[config.mk]
export PLATFORM = sky130hd
export DESIGN_NAME = pwr_mode_sup
export DESIGN_NICKNAME = d
export VERILOG_FILES = /design/src/rtl/pms_pkg.sv /design/src/rtl/pms_ctrl.sv /design/src/rtl/pms_datapath.sv /design/src/rtl/pwr_mode_sup.sv
export SDC_FILE = /design/constraint.sdc
export NUM_CORES = 1
export LEC_CHECK = 0
export CAP_MARGIN = 5
export CORE_MARGIN = 2
export CORE_UTILIZATION = 38
export DETAILED_ROUTE_END_ITERATION = 8
export GPL_ROUTABILITY_DRIVEN = 0
export PLACE_DENSITY = 0.75
export SLEW_MARGIN = 5
export SYNTH_ARGS = -nofsm -noshare
export SYNTH_HDL_FRONTEND = slang
export SYNTH_SLANG_ARGS = --single-unit
[constraint.sdc]
create_clock -name clk -period 2.3 [get_ports clk]
set_clock_uncertainty 0.05 [all_clocks]
set_input_delay 0.345 -clock clk [delete_from_list [all_inputs] [get_ports clk]]
set_output_delay 0.345 -clock clk [all_outputs]
set_load 0.02 [all_outputs]
[src/rtl/pms_pkg.sv]
package pms_pkg;

  typedef enum logic [2:0] {
    MD_OFF   = 3'd0,
    MD_STBY  = 3'd1,
    MD_NORM  = 3'd2,
    MD_SLEEP = 3'd3,
    MD_OVT   = 3'd4
  } modeT;

  typedef enum logic [1:0] {
    XS_OFF = 2'b00,
    XS_LOW = 2'b01,
    XS_ACT = 2'b10
  } xcvrT;

  localparam int NUM_MODES = 5;

  typedef struct packed {
    logic rstStart;
    logic v2Load;
    logic v2Val;
  } ctlStrobeT;

endpackage

[src/rtl/pms_ctrl.sv]
module pms_ctrl
  import pms_pkg::*;
#(
  parameter int NUM_LIN = 2
) (
  input  logic               clk,
  input  logic               rstN,
  input  logic               batOnFlag,
  input  logic               batOffFlag,
  input  logic               tempHiFlag,
  input  logic               tempLoFlag,
  input  logic               wakeCan,
  input  logic [NUM_LIN-1:0] wakeLin,
  input  logic               wakeLocal,
  input  logic               sysRstReq,
  input  logic               modeWrEn,
  input  logic [1:0]         modeWrData,
  output modeT               modeQ,
  output ctlStrobeT          strobe
);

  modeT modeD;
  logic anyWake;

  assign anyWake = wakeCan | (|wakeLin) | wakeLocal;

  always_comb begin
    modeD  = modeQ;
    strobe = '0;
    if (batOffFlag) begin
      modeD = MD_OFF;
    end else begin
      case (modeQ)
        MD_OFF: begin
          if (batOnFlag) begin
            modeD           = MD_STBY;
            strobe.rstStart = 1'b1;
          end
        end
        MD_STBY: begin
          if (tempHiFlag) begin
            modeD = MD_OVT;
          end else if (sysRstReq) begin
            strobe.rstStart = 1'b1;
          end else if (modeWrEn) begin
            case (modeWrData)
              2'b01: modeD = MD_SLEEP;
              2'b10, 2'b11: begin
                modeD         = MD_NORM;
                strobe.v2Load = 1'b1;
                strobe.v2Val  = modeWrData[0];
              end
              default: modeD = MD_STBY;
            endcase
          end
        end
        MD_NORM: begin
          if (sysRstReq) begin
            modeD           = MD_STBY;
            strobe.rstStart = 1'b1;
          end else if (modeWrEn) begin
            case (modeWrData)
              2'b00: modeD = MD_STBY;
              2'b01: modeD = MD_SLEEP;
              default: begin
                strobe.v2Load = 1'b1;
                strobe.v2Val  = modeWrData[0];
              end
            endcase
          end
        end
        MD_SLEEP: begin
          if (anyWake) modeD = MD_STBY;
        end
        MD_OVT: begin
          if (tempLoFlag) modeD = MD_STBY;
        end
        default: modeD = MD_OFF;
      endcase
    end
  end

  always_ff @(posedge clk or negedge rstN) begin
    if (!rstN) modeQ <= MD_OFF;
    else       modeQ <= modeD;
  end

  // power-off detection wins from any mode
  a_r2_poweroff_wins: assert property (@(posedge clk) disable iff (!rstN)
    batOffFlag |=> modeQ == MD_OFF);

  // overtemp is held until the release flag
  a_r8_ovt_hold: assert property (@(posedge clk) disable iff (!rstN)
    (modeQ == MD_OVT && !tempLoFlag && !batOffFlag) |=> modeQ == MD_OVT);

  // any wake leaves sleep for standby
  a_r7_sleep_wake: assert property (@(posedge clk) disable iff (!rstN)
    (modeQ == MD_SLEEP && anyWake && !batOffFlag) |=> modeQ == MD_STBY);

  // reset request in normal lands in standby
  a_r6_norm_reset: assert property (@(posedge clk) disable iff (!rstN)
    (modeQ == MD_NORM && sysRstReq && !batOffFlag) |=> modeQ == MD_STBY);

endmodule

[src/rtl/pms_datapath.sv]
module pms_datapath
  import pms_pkg::*;
#(
  parameter int NUM_LIN   = 2,
  parameter int SHORT_CYC = 20,
  parameter int LONG_CYC  = 160
) (
  input  logic                   clk,
  input  logic                   rstN,
  input  modeT                   modeQ,
  input  ctlStrobeT              strobe,
  input  logic                   longRstSel,
  input  logic [NUM_LIN:0]       stbCtrl,
  output logic                   v1En,
  output logic                   v2En,
  output logic [2*NUM_LIN+1:0]   xcvrState,
  output logic                   rstOut,
  output logic [NUM_MODES-1:0]   modeOneHot
);

  localparam int NXCVR = NUM_LIN + 1;
  localparam int CNT_W = $clog2(LONG_CYC + 1);

  logic [CNT_W-1:0] rstCnt;
  logic             v2Sel;

  always_ff @(posedge clk or negedge rstN) begin
    if (!rstN) begin
      rstCnt <= '0;
    end else if (strobe.rstStart) begin
      rstCnt <= longRstSel ? CNT_W'(LONG_CYC) : CNT_W'(SHORT_CYC);
    end else if (rstCnt != '0) begin
      rstCnt <= rstCnt - CNT_W'(1);
    end
  end

  always_ff @(posedge clk or negedge rstN) begin
    if (!rstN)              v2Sel <= 1'b0;
    else if (strobe.v2Load) v2Sel <= strobe.v2Val;
  end

  assign rstOut = (rstCnt != '0);
  assign v1En   = (modeQ == MD_STBY) || (modeQ == MD_NORM);
  assign v2En   = (modeQ == MD_NORM) && v2Sel;

  always_comb begin
    modeOneHot = '0;
    modeOneHot[int'(modeQ)] = 1'b1;
  end

  for (genvar i = 0; i < NXCVR; i++) begin : g_xcvr
    xcvrT code;
    always_comb begin
      case (modeQ)
        MD_STBY, MD_SLEEP: code = stbCtrl[i] ? XS_LOW : XS_OFF;
        MD_NORM:           code = stbCtrl[i] ? XS_LOW : XS_ACT;
        default:           code = XS_OFF;
      endcase
    end
    assign xcvrState[2*i +: 2] = code;
  end

  // a start loads the selected pulse length
  a_r3_pulse_load: assert property (@(posedge clk) disable iff (!rstN)
    strobe.rstStart |=> rstOut && (rstCnt == ($past(longRstSel) ? CNT_W'(LONG_CYC) : CNT_W'(SHORT_CYC))));

  // without a new cause the pulse counts down by one per cycle
  a_r12_pulse_count: assert property (@(posedge clk) disable iff (!rstN)
    (rstOut && !strobe.rstStart) |=> rstCnt == $past(rstCnt) - CNT_W'(1));

endmodule

[src/rtl/pwr_mode_sup.sv]
module pwr_mode_sup
  import pms_pkg::*;
#(
  parameter int NUM_LIN   = 2,
  parameter int SHORT_CYC = 20,
  parameter int LONG_CYC  = 160
) (
  input  logic                   clk,
  input  logic                   rstN,
  input  logic                   batOnFlag,
  input  logic                   batOffFlag,
  input  logic                   tempHiFlag,
  input  logic                   tempLoFlag,
  input  logic                   wakeCan,
  input  logic [NUM_LIN-1:0]     wakeLin,
  input  logic                   wakeLocal,
  input  logic                   sysRstReq,
  input  logic                   modeWrEn,
  input  logic [1:0]             modeWrData,
  input  logic                   longRstSel,
  input  logic [NUM_LIN:0]       stbCtrl,
  output logic                   v1En,
  output logic                   v2En,
  output logic [2*NUM_LIN+1:0]   xcvrState,
  output logic                   rstOut,
  output logic [4:0]             modeOneHot
);

  modeT      modeQ;
  ctlStrobeT strobe;

  pms_ctrl #(.NUM_LIN(NUM_LIN)) u_ctrl (
    .clk        (clk),
    .rstN       (rstN),
    .batOnFlag  (batOnFlag),
    .batOffFlag (batOffFlag),
    .tempHiFlag (tempHiFlag),
    .tempLoFlag (tempLoFlag),
    .wakeCan    (wakeCan),
    .wakeLin    (wakeLin),
    .wakeLocal  (wakeLocal),
    .sysRstReq  (sysRstReq),
    .modeWrEn   (modeWrEn),
    .modeWrData (modeWrData),
    .modeQ      (modeQ),
    .strobe     (strobe)
  );

  pms_datapath #(
    .NUM_LIN   (NUM_LIN),
    .SHORT_CYC (SHORT_CYC),
    .LONG_CYC  (LONG_CYC)
  ) u_dp (
    .clk        (clk),
    .rstN       (rstN),
    .modeQ      (modeQ),
    .strobe     (strobe),
    .longRstSel (longRstSel),
    .stbCtrl    (stbCtrl),
    .v1En       (v1En),
    .v2En       (v2En),
    .xcvrState  (xcvrState),
    .rstOut     (rstOut),
    .modeOneHot (modeOneHot)
  );

endmodule

## Word level (Yosys, flattened, before mapping)

Index checks and enable logic that the tools add are counted.

- Add/sub/neg operators: 1
- $mul: 0
- Divide/modulo/power cells: 0
- $lt $le $gt $ge: 2
- Eq/ne operators: 14
- Shift-type cells: 0
- Muxes and demuxes: 38
- Bitwise operators: 2
- Reduce and logical (&&, ||, !) cells: 12

Operators by type and width:

| cell | count |
|---|---|
| 3-bit 2-to-1 mux | 11 |
| 8-bit 2-to-1 mux | 3 |
| 2-bit one-hot mux with 2 select lines | 5 |
| 2-bit 2-to-1 mux | 9 |
| 3-bit one-hot mux with 5 select lines | 1 |
| 4-bit != test (second input constant) | 3 |
| 8-bit nonzero test | 1 |
| 2-bit OR reduction | 4 |
| 8-bit by 1-bit subtractor with 8-bit output (second input constant) | 1 |
| 7-bit AND reduction | 1 |
| 3-bit by 2-bit equality test with 1-bit output (second input constant) | 2 |
| 1-bit 2-to-1 mux | 6 |
| 3-bit != test (second input constant) | 2 |
| 3-bit one-hot mux with 2 select lines | 1 |
| 5-bit != test (second input constant) | 1 |
| 2-bit equality test (second input constant) | 2 |
| 3-bit by 4-bit less-than comparator with 1-bit output (second input constant) | 1 |
| 1-bit demux with 3-bit select | 1 |
| 3-bit by 1-bit equality test with 1-bit output (second input constant) | 1 |
| 3-bit equality test (second input constant) | 1 |
| 3-bit by 1-bit greater-or-equal comparator with 1-bit output (second input constant) | 1 |
| 3-bit zero test | 1 |
| 3-bit by 2-bit != test with 1-bit output (second input constant) | 1 |
| 1-bit one-hot mux with 3 select lines | 1 |
| other kinds (6) | 8 |

- Flip-flop bits (word level): 12
- Latch bits: 0
- Bits in writable memories: 0
- Bits in read-only memories: 0
- Input port bits: 18
- Output and inout bits: 14
- Logic and storage cells: 72
- Memories: 0

## Logic depth before layout (Yosys ltp)

Gate-level depths: netlist of the first run.

- Depth in word-level cells: 9
- Mapped depth: 7
- Gate-level depth less buffers: 7

## Cells and area by module

Synthesis of the first run repeated with hierarchy kept, for this count alone.

- Cells, all modules: 105
- Area, all modules: 875.8 um2

Modules (own cells, without submodules):

| module | instances | cells an instance | area an instance (um2) | sequential area each (um2) |
|---|---|---|---|---|
| pms_datapath | 1 | 69 | 601.8 | 225.2 |
| pms_ctrl | 1 | 36 | 274.0 | 75.1 |

## Worst setup path after synthesis of the first run

OpenSTA, ideal clock, no wires.

- Path kind: register to register
- Start: register u_ctrl.modeQ[2]
- End: register u_dp.v2Sel
- Library setup time: 0.127 ns
- Arrival: 1.764 ns
- Data required time: 2.123 ns
- Slack: 0.358 ns
- Stages on the path, launching flop included: 7
- Path buffers: 1
- Period minus slack after synthesis: 1.942 ns
- Cell sequence: dfrtp_1 -> or3b_1 -> buf_2 -> inv_2 -> nor2_1 -> or4_1 -> mux2_1

- Word-level cells in the longest chain between the ends: 3
- Elaborated cells on any way between the ends: 4
- Classes of those cells: eq/ne: 2; mux: 2

Ends and longest elaborated chain:

| item | RTL line | text |
|---|---|---|
| start: declaration | pms_ctrl.sv:18 | `output modeT modeQ,` |
| start signal: assignment | pms_ctrl.sv:85 | `else modeQ <= modeD;` |
| 3-bit by 2-bit equality test with 1-bit output / 3-bit by 1-bit equality test with 1-bit output (equally long branches) | pms_ctrl.sv:33 | `case (modeQ)` |
| 2-bit one-hot mux with 2 select lines * | pms_ctrl.sv:33 |  |
| 3-bit 2-to-1 mux * | pms_ctrl.sv:30 | `if (batOffFlag) begin` |
| end signal: assignment | pms_datapath.sv:39 | `else if (strobe.v2Load) v2Sel <= strobe.v2Val;` |
| end: declaration | pms_datapath.sv:25 | `logic v2Sel;` |

Mark *: on every way between the ends. The rest lies on a longest branch, timed or not.
A chain may end at the register's enable or synchronous reset.

## Worst setup path after layout of the first run

- Start: register u_ctrl.modeQ[0]
- End: output port v1En

- Word-level cells in the longest chain between the ends: 2
- Elaborated cells on any way between the ends: 3
- Classes of those cells: eq/ne: 2; reduce/logical: 1

Ends and longest elaborated chain:

| item | RTL line | text |
|---|---|---|
| 3-bit by 1-bit equality test with 1-bit output / 3-bit by 2-bit equality test with 1-bit output (equally long branches) | pms_datapath.sv:43 | `assign v1En = (modeQ == MD_STBY) \|\| (modeQ == MD_NORM);` |
| 1-bit logical OR * | pms_datapath.sv:43 |  |
| end: declaration | pwr_mode_sup.sv:22 | `output logic v1En,` |

Marks and branches as above.

==> impl_metrics.json, run 1 <==
{
  "path_class": "flip-flop to primary output",
  "num-nets-final": 162,
  "drtAntennaViolNets": 0,
  "ys_types": 31,
  "yosysTopAreaCell": "dfrtp_1",
  "wl_um": 2110,
  "holdCritPathClass": "primary input to async pin",
  "antenna_found_initial": 0,
  "synth_xor_area_share_pct": 3.15,
  "yosys.area_share.simple_pct": 35.7,
  "synth_edf_count": 0,
  "synth_top_area_share_pct": 36.0,
  "synth_area_um2": 835,
  "dr.pass1.iters": 4,
  "yosysMostFrequentCell": "nor2_1",
  "power-per-cell-area_mw_per_mm2": 780,
  "synth_compound_area_share_pct": 13.3,
  "htreeDepth": 1,
  "numPortBuffers": 31,
  "cts_tree": "yes",
  "synth_fa_ha_area_share_pct": 3.00,
  "worstPathArrival_ns": 1.81,
  "n_fill_cell": 193,
  "cts_max_path_buffers": 2,
  "fin_setup_tns_ns": 0,
  "grt_usage_pct": 18.7,
  "dieArea_mm2": 0.00259,
  "start_util_pct": 41.3,
  "synth_cells": 104,
  "vias": 868,
  "relSlewSlack_pct": 63.8,
  "yosys-mux-area-fraction_pct": 4.95,
  "final_layout_size_suffix_gt1_share_pct": 10.0,
  "ir_drop_v": 0.000380,
  "die_w_um": 50.9,
  "maxCapViolCount": 0,
  "fp-row-count": 16,
  "wl_per_cell_um": 12.7,
  "hold_ws_ns": 0.381,
  "grt_pass1_wl_um": 3660,
  "syn_nets": 124,
  "start_kind": "flip-flop",
  "worstMarginPinSlew_ns": 0.541,
  "io-pin-count": 32,
  "synth_top_family_by_area": "simple AND/OR/NAND/NOR gates",
  "drc": 0,
  "first_global_vias": 849,
  "synthTopCellsByArea": "dfrtp_1 36%, nor2_1 9.0%, nor3b_1 5.4%",
  "drv_slew": 0,
  "rsz0062_at_grt": "no",
  "avgViaCountPerCell": 5.20,
  "ys_seq_area_share_pct": 36.0,
  "dp_hpwl_um": 1650,
  "max_freq_mhz": 453,
  "synthFlopType": "dfrtp_1",
  "drt_iter0_drc": 11,
  "clkTransAtPathRegs_ns": 0.07,
  "period_minus_slack_ns": 2.21,
  "grt_max_degree": 15,
  "end_kind": "primary output",
  "clk_latency_ns": 0.26,
  "p_leak_nw": 0.576,
  "crit_fanout": 6,
  "cts_root_buffer": "clkbuf_4",
  "clkSinkCount": 12,
  "syn_area_per_cell_um2": 8.02,
  "yosysWarnings": 0,
  "cts_buffers": 3,
  "setup_viol": 0,
  "hold_viol_final": 0,
  "die_h_um": 50.9,
  "area_growth_pct": 50.2,
  "status": "complete, no violations",
  "antennaDiodeCount": 0,
  "overflow": 0,
  "yosys-top-cells-count": "20 x nor2_1, 12 x dfrtp_1, 8 x a21oi_1, 6 x nor3b_1",
  "ys_seq_elements": 12,
  "fin_crit_sh_pct": 95.9,
  "synth-async-reset-ratio_pct": 100,
  "cp.required_ns": 1.90,
  "core_mm2": 0.00202
}
## flip-flops by register name (all words and copies together), names as in the netlist
name and flops:
u_ctrl.modeQ 3, u_dp.rstCnt 8, u_dp.v2Sel 1
## metal layers
metal  global-route usage [%]  vias to the layer above  share of wire (%)
li1                         -                      439                  -
met5                        0                        -                  0
met2                     33.8                       32                 49
met1                     20.2                      395                 42
met4                     9.46                        0                1.3
met3                     4.68                        2                7.1
## stage by stage
step           area (um2)  power [mW]  utilization (%)  std cells  setup WS, ns
3_5_place_dp         1190       0.827             58.9        162        0.0570
4_1_cts              1220       0.957             60.3        165       0.00341
2_1_floorplan         835       0.663                -        104         0.358
3_3_place_gp         1190       0.812             58.9        162         0.140
5_1_grt              1250        1.08             62.0        167       0.00333
6_report             1250       0.977             62.0        167        0.0939
## area by class of cell
class | instances | area [um2] | share of cell area (%)
multi-input cells | 84 | 520 | 41.5
repair buffers | 37 | 362 | 28.8
flip-flops and latches | 12 | 300 | 24.0
well taps | 27 | 33.8 | 2.69
clock buffers | 3 | 22.5 | 1.80
inverters | 4 | 15.0 | 1.20
## logic make-up after synthesis
logic type	after synthesis
muxes	4
buffers and inverters	8
DFF	12
and+or+nand+nor	56
adders and majority gates	2
xor gates and xnor gates	3
AOI/OAI and AO/OA	19
## power breakdown
group	switching, mW	internal, mW
Combinational	0.233	0.248
Clock	0.0634	0.0604
Sequential	0.0808	0.292
## path summary, 6_finish.rpt
path | startpoint | end | slack, ns | depth (start not counted)
min in group clk | u_dp.v2Sel | u_dp.v2Sel | 0.45 | 1
max in group asynchronous | rstN | u_ctrl.modeQ[0] | 1.46 | 1
worst max register to register | u_ctrl.modeQ[1] | u_dp.v2Sel | 0.34 | 5
worst min register to register | u_dp.v2Sel | u_dp.v2Sel | 0.45 | 1
worst min-delay path | rstN | u_dp.rstCnt[6] | 0.38 | 1
worst max-delay path | u_ctrl.modeQ[0] | v1En | 0.09 | 3
## critical path, stage by stage, from the launching register on
cell	delay, ns
dfrtp_1	0.38
or3b_4	0.45
o21ai_0	0.10
clkdlybuf4s50_1	0.63
## placed cells by master, fill, tap and decap left out, drive strengths merged
cell type | Yosys | layout
nor2b | 2 | 2
or3 | 2 | 2
mux2i | 3 | 3
o21ai | 5 | 5
a31oi | 1 | 1
o21a | 1 | 1
a22oi | 1 | 1
clkdlybuf4s50 | 0 | 27
or3b | 1 | 1
dfrtp | 12 | 12
dlygate4sd2 | 0 | 1
a211o | 2 | 2
and3 | 1 | 1
nand2 | 5 | 5
a21oi | 8 | 8
clkbuf | 2 | 3
nand2b | 3 | 3
or4 | 2 | 2
a211oi | 1 | 1
xnor2 | 3 | 3
nor4b | 2 | 2
mux2 | 1 | 1
inv | 4 | 4
nor3 | 5 | 5
nand3 | 2 | 2
and2 | 3 | 3
nor3b | 6 | 6
dlymetal6s2s | 0 | 3
ha | 2 | 2
nor4 | 1 | 1
nand3b | 1 | 1
buf | 2 | 6
nor2 | 20 | 20
## what timing repair did
item	CTS	global route
pin swaps	0	0
hold buffers	0	0
setup endpoints to repair	5	6
buffers inserted	0	2
gates resized for setup	3	6
Note: power is estimated with default switching activity, not from simulation.
==> run 2, diff against run 1 <==
--- a/config.mk
+++ b/config.mk
@@ -10,7 +10,7 @@
 export CORE_UTILIZATION = 38
 export DETAILED_ROUTE_END_ITERATION = 8
 export GPL_ROUTABILITY_DRIVEN = 0
-export PLACE_DENSITY = 0.75
+export PLACE_DENSITY = 0.71
 export SLEW_MARGIN = 5
 export SYNTH_ARGS = -nofsm -noshare
 export SYNTH_HDL_FRONTEND = slang
==> constraint.sdc (replaced) <==
create_clock -name clk -period 2.3 [get_ports clk]
set_clock_uncertainty 0.05 [all_clocks]
set_input_delay 0.575 -clock clk [delete_from_list [all_inputs] [get_ports clk]]
set_output_delay 0.575 -clock clk [all_outputs]
set_load 0.02 [all_outputs]
==> impl_metrics.json, run 2 (synthesis gave the netlist of run 1 again) <==
{
  "rr_startpoint": "u_ctrl.modeQ[2]",
  "power.net_switching_uw": 372,
  "cts_tree": "yes",
  "power_mw": 1.01,
  "crit_fanout": 6,
  "die_h_um": 50.9,
  "slowest_delay_ns": 0.45,
  "worstMarginPinSlew_ns": 0.553,
  "fin_util_pct": 63.4,
  "htreeDepth": 1,
  "fp-row-count": 16,
  "layout_common_cells": "19 x nor2_1, 17 x clkdlybuf4s50_1, 12 x buf_4, 12 x dfrtp_1, 11 x dlygate4sd2_1",
  "fin_ws_ns": 0.0779,
  "min_from": "u_dp.v2Sel",
  "pre_cts_ws_ns": -0.199,
  "cts_root_buffer": "clkbuf_4",
  "dr.pass1.iters": 4,
  "first_global_vias": 903,
  "rsz0062_at_grt": "no",
  "drv_slew": 0,
  "setup_viol": 0,
  "cp.required_ns": 1.67,
  "wl_per_cell_um": 12.0,
  "period_minus_slack_ns": 2.22,
  "cts_buffers": 3,
  "maxCapViolCount": 0,
  "dp_hpwl_um": 1630,
  "path_class": "flip-flop to primary output",
  "antenna_found_initial": 0,
  "overflow": 0,
  "grt_pass1_wl_um": 3700,
  "hold_path_end": "u_dp.v2Sel",
  "drtAntennaViolNets": 0,
  "max_freq_mhz": 450,
  "num-nets-final": 168,
  "cts_setup_buffers": 0,
  "critPathSlowestCell": "or3b_4",
  "p_int_uw": 633,
  "layoutNonFillerInstCount": 174,
  "cp_cell_sequence": "or3b_4, inv_2, buf_4, dlygate4sd2_1",
  "start_kind": "flip-flop",
  "reg_top3": "u_dp.rstCnt x8, u_ctrl.modeQ x3, u_dp.v2Sel x1",
  "clkTransAtPathRegs_ns": 0.07,
  "sw_frac_of_total_pct": 37.0,
  "worstPathArrival_ns": 1.60,
  "grt_usage_pct": 18.8,
  "end_kind": "primary output",
  "ir_drop_v": 0.000379,
  "p_comb_share_pct": 47.8,
  "wl_um": 2090,
  "dp.cells": 170,
  "clkSinkCount": 12,
  "seq_power_share_pct": 36.0,
  "vias": 904,
  "r2r_slack_ns": 0.34,
  "top_register": "u_dp.rstCnt",
  "status": "complete, no violations",
  "dieArea_mm2": 0.00259,
  "cts_max_path_buffers": 2,
  "relSlewSlack_pct": 63.0,
  "holdCritPathClass": "flip-flop to flip-flop",
  "power-per-cell-area_mw_per_mm2": 785,
  "antennaDiodeCount": 0,
  "reg2reg_to": "u_dp.v2Sel",
  "r2r_cells": 5,
  "cp_num_buf_inv": 3,
  "io-pin-count": 32,
  "avgViaCountPerCell": 5.20,
  "hold_depth": 1,
  "die_w_um": 50.9,
  "layout_commonest_cell": "nor2_1",
  "drc": 0,
  "largest_reg_flops": 8,
  "grt_max_degree": 15,
  "final_layout_size_suffix_gt1_share_pct": 14.3,
  "clk_latency_ns": 0.27,
  "drt_iter0_drc": 18,
  "critPathTopFamily": "buffers and inverters",
  "power_frac_clock_pct": 16.2,
  "numPortBuffers": 31,
  "core_mm2": 0.00202,
  "p_leak_nw": 0.611,
  "fin_crit_sh_pct": 96.6,
  "start_util_pct": 41.3,
  "hold_viol_final": 0,
  "area_growth_pct": 53.5
}
==> run 2: cell types whose count changed in the layout (fill, tap and decap cells not counted), sizes merged <==
cell,change
buf,+6
clkdlybuf4s15,+1
clkbuf,+2
dlymetal6s2s,-2
dlygate4sd2,+10
clkdlybuf4s50,-10
==> run 2: worst max-delay path by stage <==
stage / cells after the start / slack [ns] / end / from
global placement: 3 / -0.16 / xcvrState[0] / stbCtrl[0]
detailed placement: 3 / -0.20 / xcvrState[4] / stbCtrl[2]
global route: 3 / 0.007 / xcvrState[2] / stbCtrl[1]
CTS: 6 / 0.01 / rstOut / u_dp.rstCnt[1]
floorplan: 6 / 0.36 / u_dp.v2Sel / u_ctrl.modeQ[2]
finish: 4 / 0.08 / modeOneHot[2] / u_ctrl.modeQ[0]
==> run 2: power by group through the flow <==
stage | combinational (mW) | sequential [mW] | clock [mW]
5_1_grt | 0.544 | 0.375 | 0.182
6_report | 0.480 | 0.362 | 0.163
2_1_floorplan | 0.312 | 0.351 | 0
3_3_place_gp | 0.482 | 0.359 | 0
4_1_cts | 0.485 | 0.362 | 0.169
3_5_place_dp | 0.492 | 0.362 | 0
==> run 2: metrics by stage <==
step | setup TNS, ns | cell area [um2] | hold WS, ns
finish | 0 | 1280 | 0.445
global route | 0 | 1280 | 0.475
CTS | 0 | 1280 | 0.455
detailed placement | -0.727 | 1250 | 0.437
global placement | -0.614 | 1250 | 0.431
floorplan | 0 | 835 | 0.229
==> run 2: repair_timing <==
item,in CTS,in global routing
resized for setup,16,4
endpoints found under the setup margin,13,3
hold buffers,0,0
==> run 2: cell type report <==
class                      count  area [um2]
sequential                    12         300
timing repair buffer          43         384
multi-input combinational     84         512
fill                         183         741
tap                           27        33.8
inverter                       4        15.0
clock buffer                   4        36.3
==> run 2: routing by layer <==
layer / track usage (%) / vias to the layer above / part of all wire (%)
met1: 22.1 / 412 / 44
met3: 5.26 / 2 / 7.1
met2: 32.7 / 36 / 48
li1: - / 454 / -
met5: 0 / - / 0
met4: 6.31 / 0 / 0.67
==> run 3, diff against run 2 <==
--- a/config.mk
+++ b/config.mk
@@ -6,7 +6,7 @@
 export NUM_CORES = 1
 export LEC_CHECK = 0
 export CAP_MARGIN = 5
-export CORE_MARGIN = 2
+export CORE_MARGIN = 3
 export CORE_UTILIZATION = 38
 export DETAILED_ROUTE_END_ITERATION = 8
 export GPL_ROUTABILITY_DRIVEN = 0
==> impl_metrics.json, run 3 (synthesis gave the netlist of run 1 again) <==
{
  "hold_path_end": "u_dp.v2Sel",
  "startpoint": "stbCtrl[0]",
  "period_minus_slack_ns": 2.23,
  "overflow": 0,
  "numPortBuffers": 31,
  "drt_iter0_drc": 7,
  "cts_root_buffer": "clkbuf_4",
  "die_h_um": 52.9,
  "grt_max_degree": 15,
  "rr_startpoint": "u_ctrl.modeQ[1]",
  "cts_max_path_buffers": 2,
  "crit_fanout": 2,
  "slowest_delay_ns": 0.46,
  "worstMarginPinSlew_ns": 0.528,
  "n_fill_cell": 185,
  "clk_latency_ns": 0.27,
  "die_w_um": 52.9,
  "reg2reg_to": "u_dp.v2Sel",
  "dp.cells": 170,
  "grt-busiest-layer": "met2",
  "clkTransAtPathRegs_ns": 0.08,
  "wl_per_cell_um": 11.8,
  "relSlewSlack_pct": 64.7,
  "antennaDiodeCount": 0,
  "final_layout_size_suffix_gt1_share_pct": 15.0,
  "dpl_cell_area_mm2": 0.00125,
  "path_class": "primary input to primary output",
  "drtAntennaViolNets": 0,
  "status": "complete, no violations",
  "hold_viol_final": 0,
  "dp_hpwl_um": 1710,
  "dieArea_mm2": 0.00279,
  "multiInputGateArea_um2": 520,
  "met1_usage_pct": 19.7,
  "fp-row-count": 16,
  "hold_depth": 1,
  "regArea_um2": 300,
  "core_mm2": 0.00202,
  "drc": 0,
  "antenna_found_initial": 0,
  "p_leak_nw": 0.615,
  "r2r_slack_ns": 0.34,
  "layout_common_cells": "19 x nor2_1, 17 x clkdlybuf4s50_1, 12 x dlygate4sd2_1, 12 x buf_4, 12 x dfrtp_1",
  "cts_buffers": 3,
  "vias": 881,
  "first_global_vias": 876,
  "fin_crit_sh_pct": 96.9,
  "maxCapViolCount": 0,
  "r2r_cells": 5,
  "cts_tree": "yes",
  "rsz0062_at_grt": "no",
  "setup_viol": 0,
  "io-pin-count": 32,
  "cp_cell_sequence": "clkdlybuf4s50_1, nor3b_1, dlygate4sd2_1",
  "wl_um": 2060,
  "worstPathArrival_ns": 1.60,
  "largest_reg_flops": 8,
  "end_kind": "primary output",
  "htreeDepth": 1,
  "final_area_mm2": 0.00129,
  "num-nets-final": 168,
  "max_freq_mhz": 449,
  "ir_drop_v": 0.000416,
  "reg_top3": "u_dp.rstCnt x8, u_ctrl.modeQ x3, u_dp.v2Sel x1",
  "area_growth_pct": 54.4,
  "top_register": "u_dp.rstCnt",
  "clkSinkCount": 12,
  "use_met2_pct": 28.1,
  "grt_pass1_wl_um": 3420,
  "layoutNonFillerInstCount": 174,
  "start_kind": "primary input",
  "cts_setup_buffers": 0,
  "min_from": "u_dp.v2Sel",
  "avgViaCountPerCell": 5.06,
  "dr.pass1.iters": 4,
  "grt_usage_pct": 16.5,
  "drv_slew": 0,
  "holdCritPathClass": "flip-flop to flip-flop",
  "power-per-cell-area_mw_per_mm2": 796,
  "cp.required_ns": 1.67,
  "grtUsageMet3_pct": 3.10,
  "critPathSlowestCell": "clkdlybuf4s50_1",
  "start_util_pct": 41.3,
  "layout_commonest_cell": "nor2_1"
}
run 3: cell count changes in the layout (fill, tap and decap cells not counted):
cell	change
clkdlybuf4s15_1	-1
dlygate4sd2_1	+1
nor2b_1	-1
nor2b_2	+1
nor3b_2	-1
nor3b_4	+1
run 3: power breakdown:
group,leakage [nW],internal (mW),total [mW],switching (mW)
clock network,0.0210,0.0962,0.168,0.0715
logic,0.444,0.252,0.490,0.239
registers,0.150,0.292,0.368,0.0758
total,0.615,0.640,1.03,0.386
run 3: repair_timing:
item,4_1_cts,5_1_grt
endpoints found under the setup margin,13,2
hold buffers,0,0
resized for setup,16,5
run 3: cell type report:
class	count	area share, %
well taps	27	2.62
flip-flops and latches	12	23.3
inverters	4	1.17
repair buffers	43	29.7
multi-input cells	84	40.4
clock buffers	4	2.82
run 3: metrics by stage:
stage	power [mW]	hold WS, ns	util, %	setup slack (ns)	setup TNS [ns]
after floorplan	0.663	0.229	-	0.358	0
after global placement	0.842	0.433	61.9	-0.166	-0.602
after detailed placement	0.860	0.430	61.9	-0.228	-0.835
after CTS	1.02	0.447	63.4	0.00587	0
after global routing	1.11	0.466	63.7	0.0139	0
final	1.03	0.443	63.7	0.0723	0
run 3: worst max-delay path, delay by kind of cell:
| family | cells | cell delay [ns] |
|---|---|---|
| buffers and inverters | 2 | 0.83 |
| AND/OR/NAND/NOR | 1 | 0.19 |
run 3: how the worst max path moves through the flow:
stage | end
after detailed placement | xcvrState[2]
after global routing | v2En
after global placement | xcvrState[4]
after CTS | rstOut
after floorplan | u_dp.v2Sel
final | xcvrState[0]
run 3: per-layer routing:
layer / vias up / share of wire [%]
met3: 4 / 7.0
met2: 33 / 46
li1: 454 / -
met4: 0 / 1.8
met1: 390 / 45
met5: - / 0
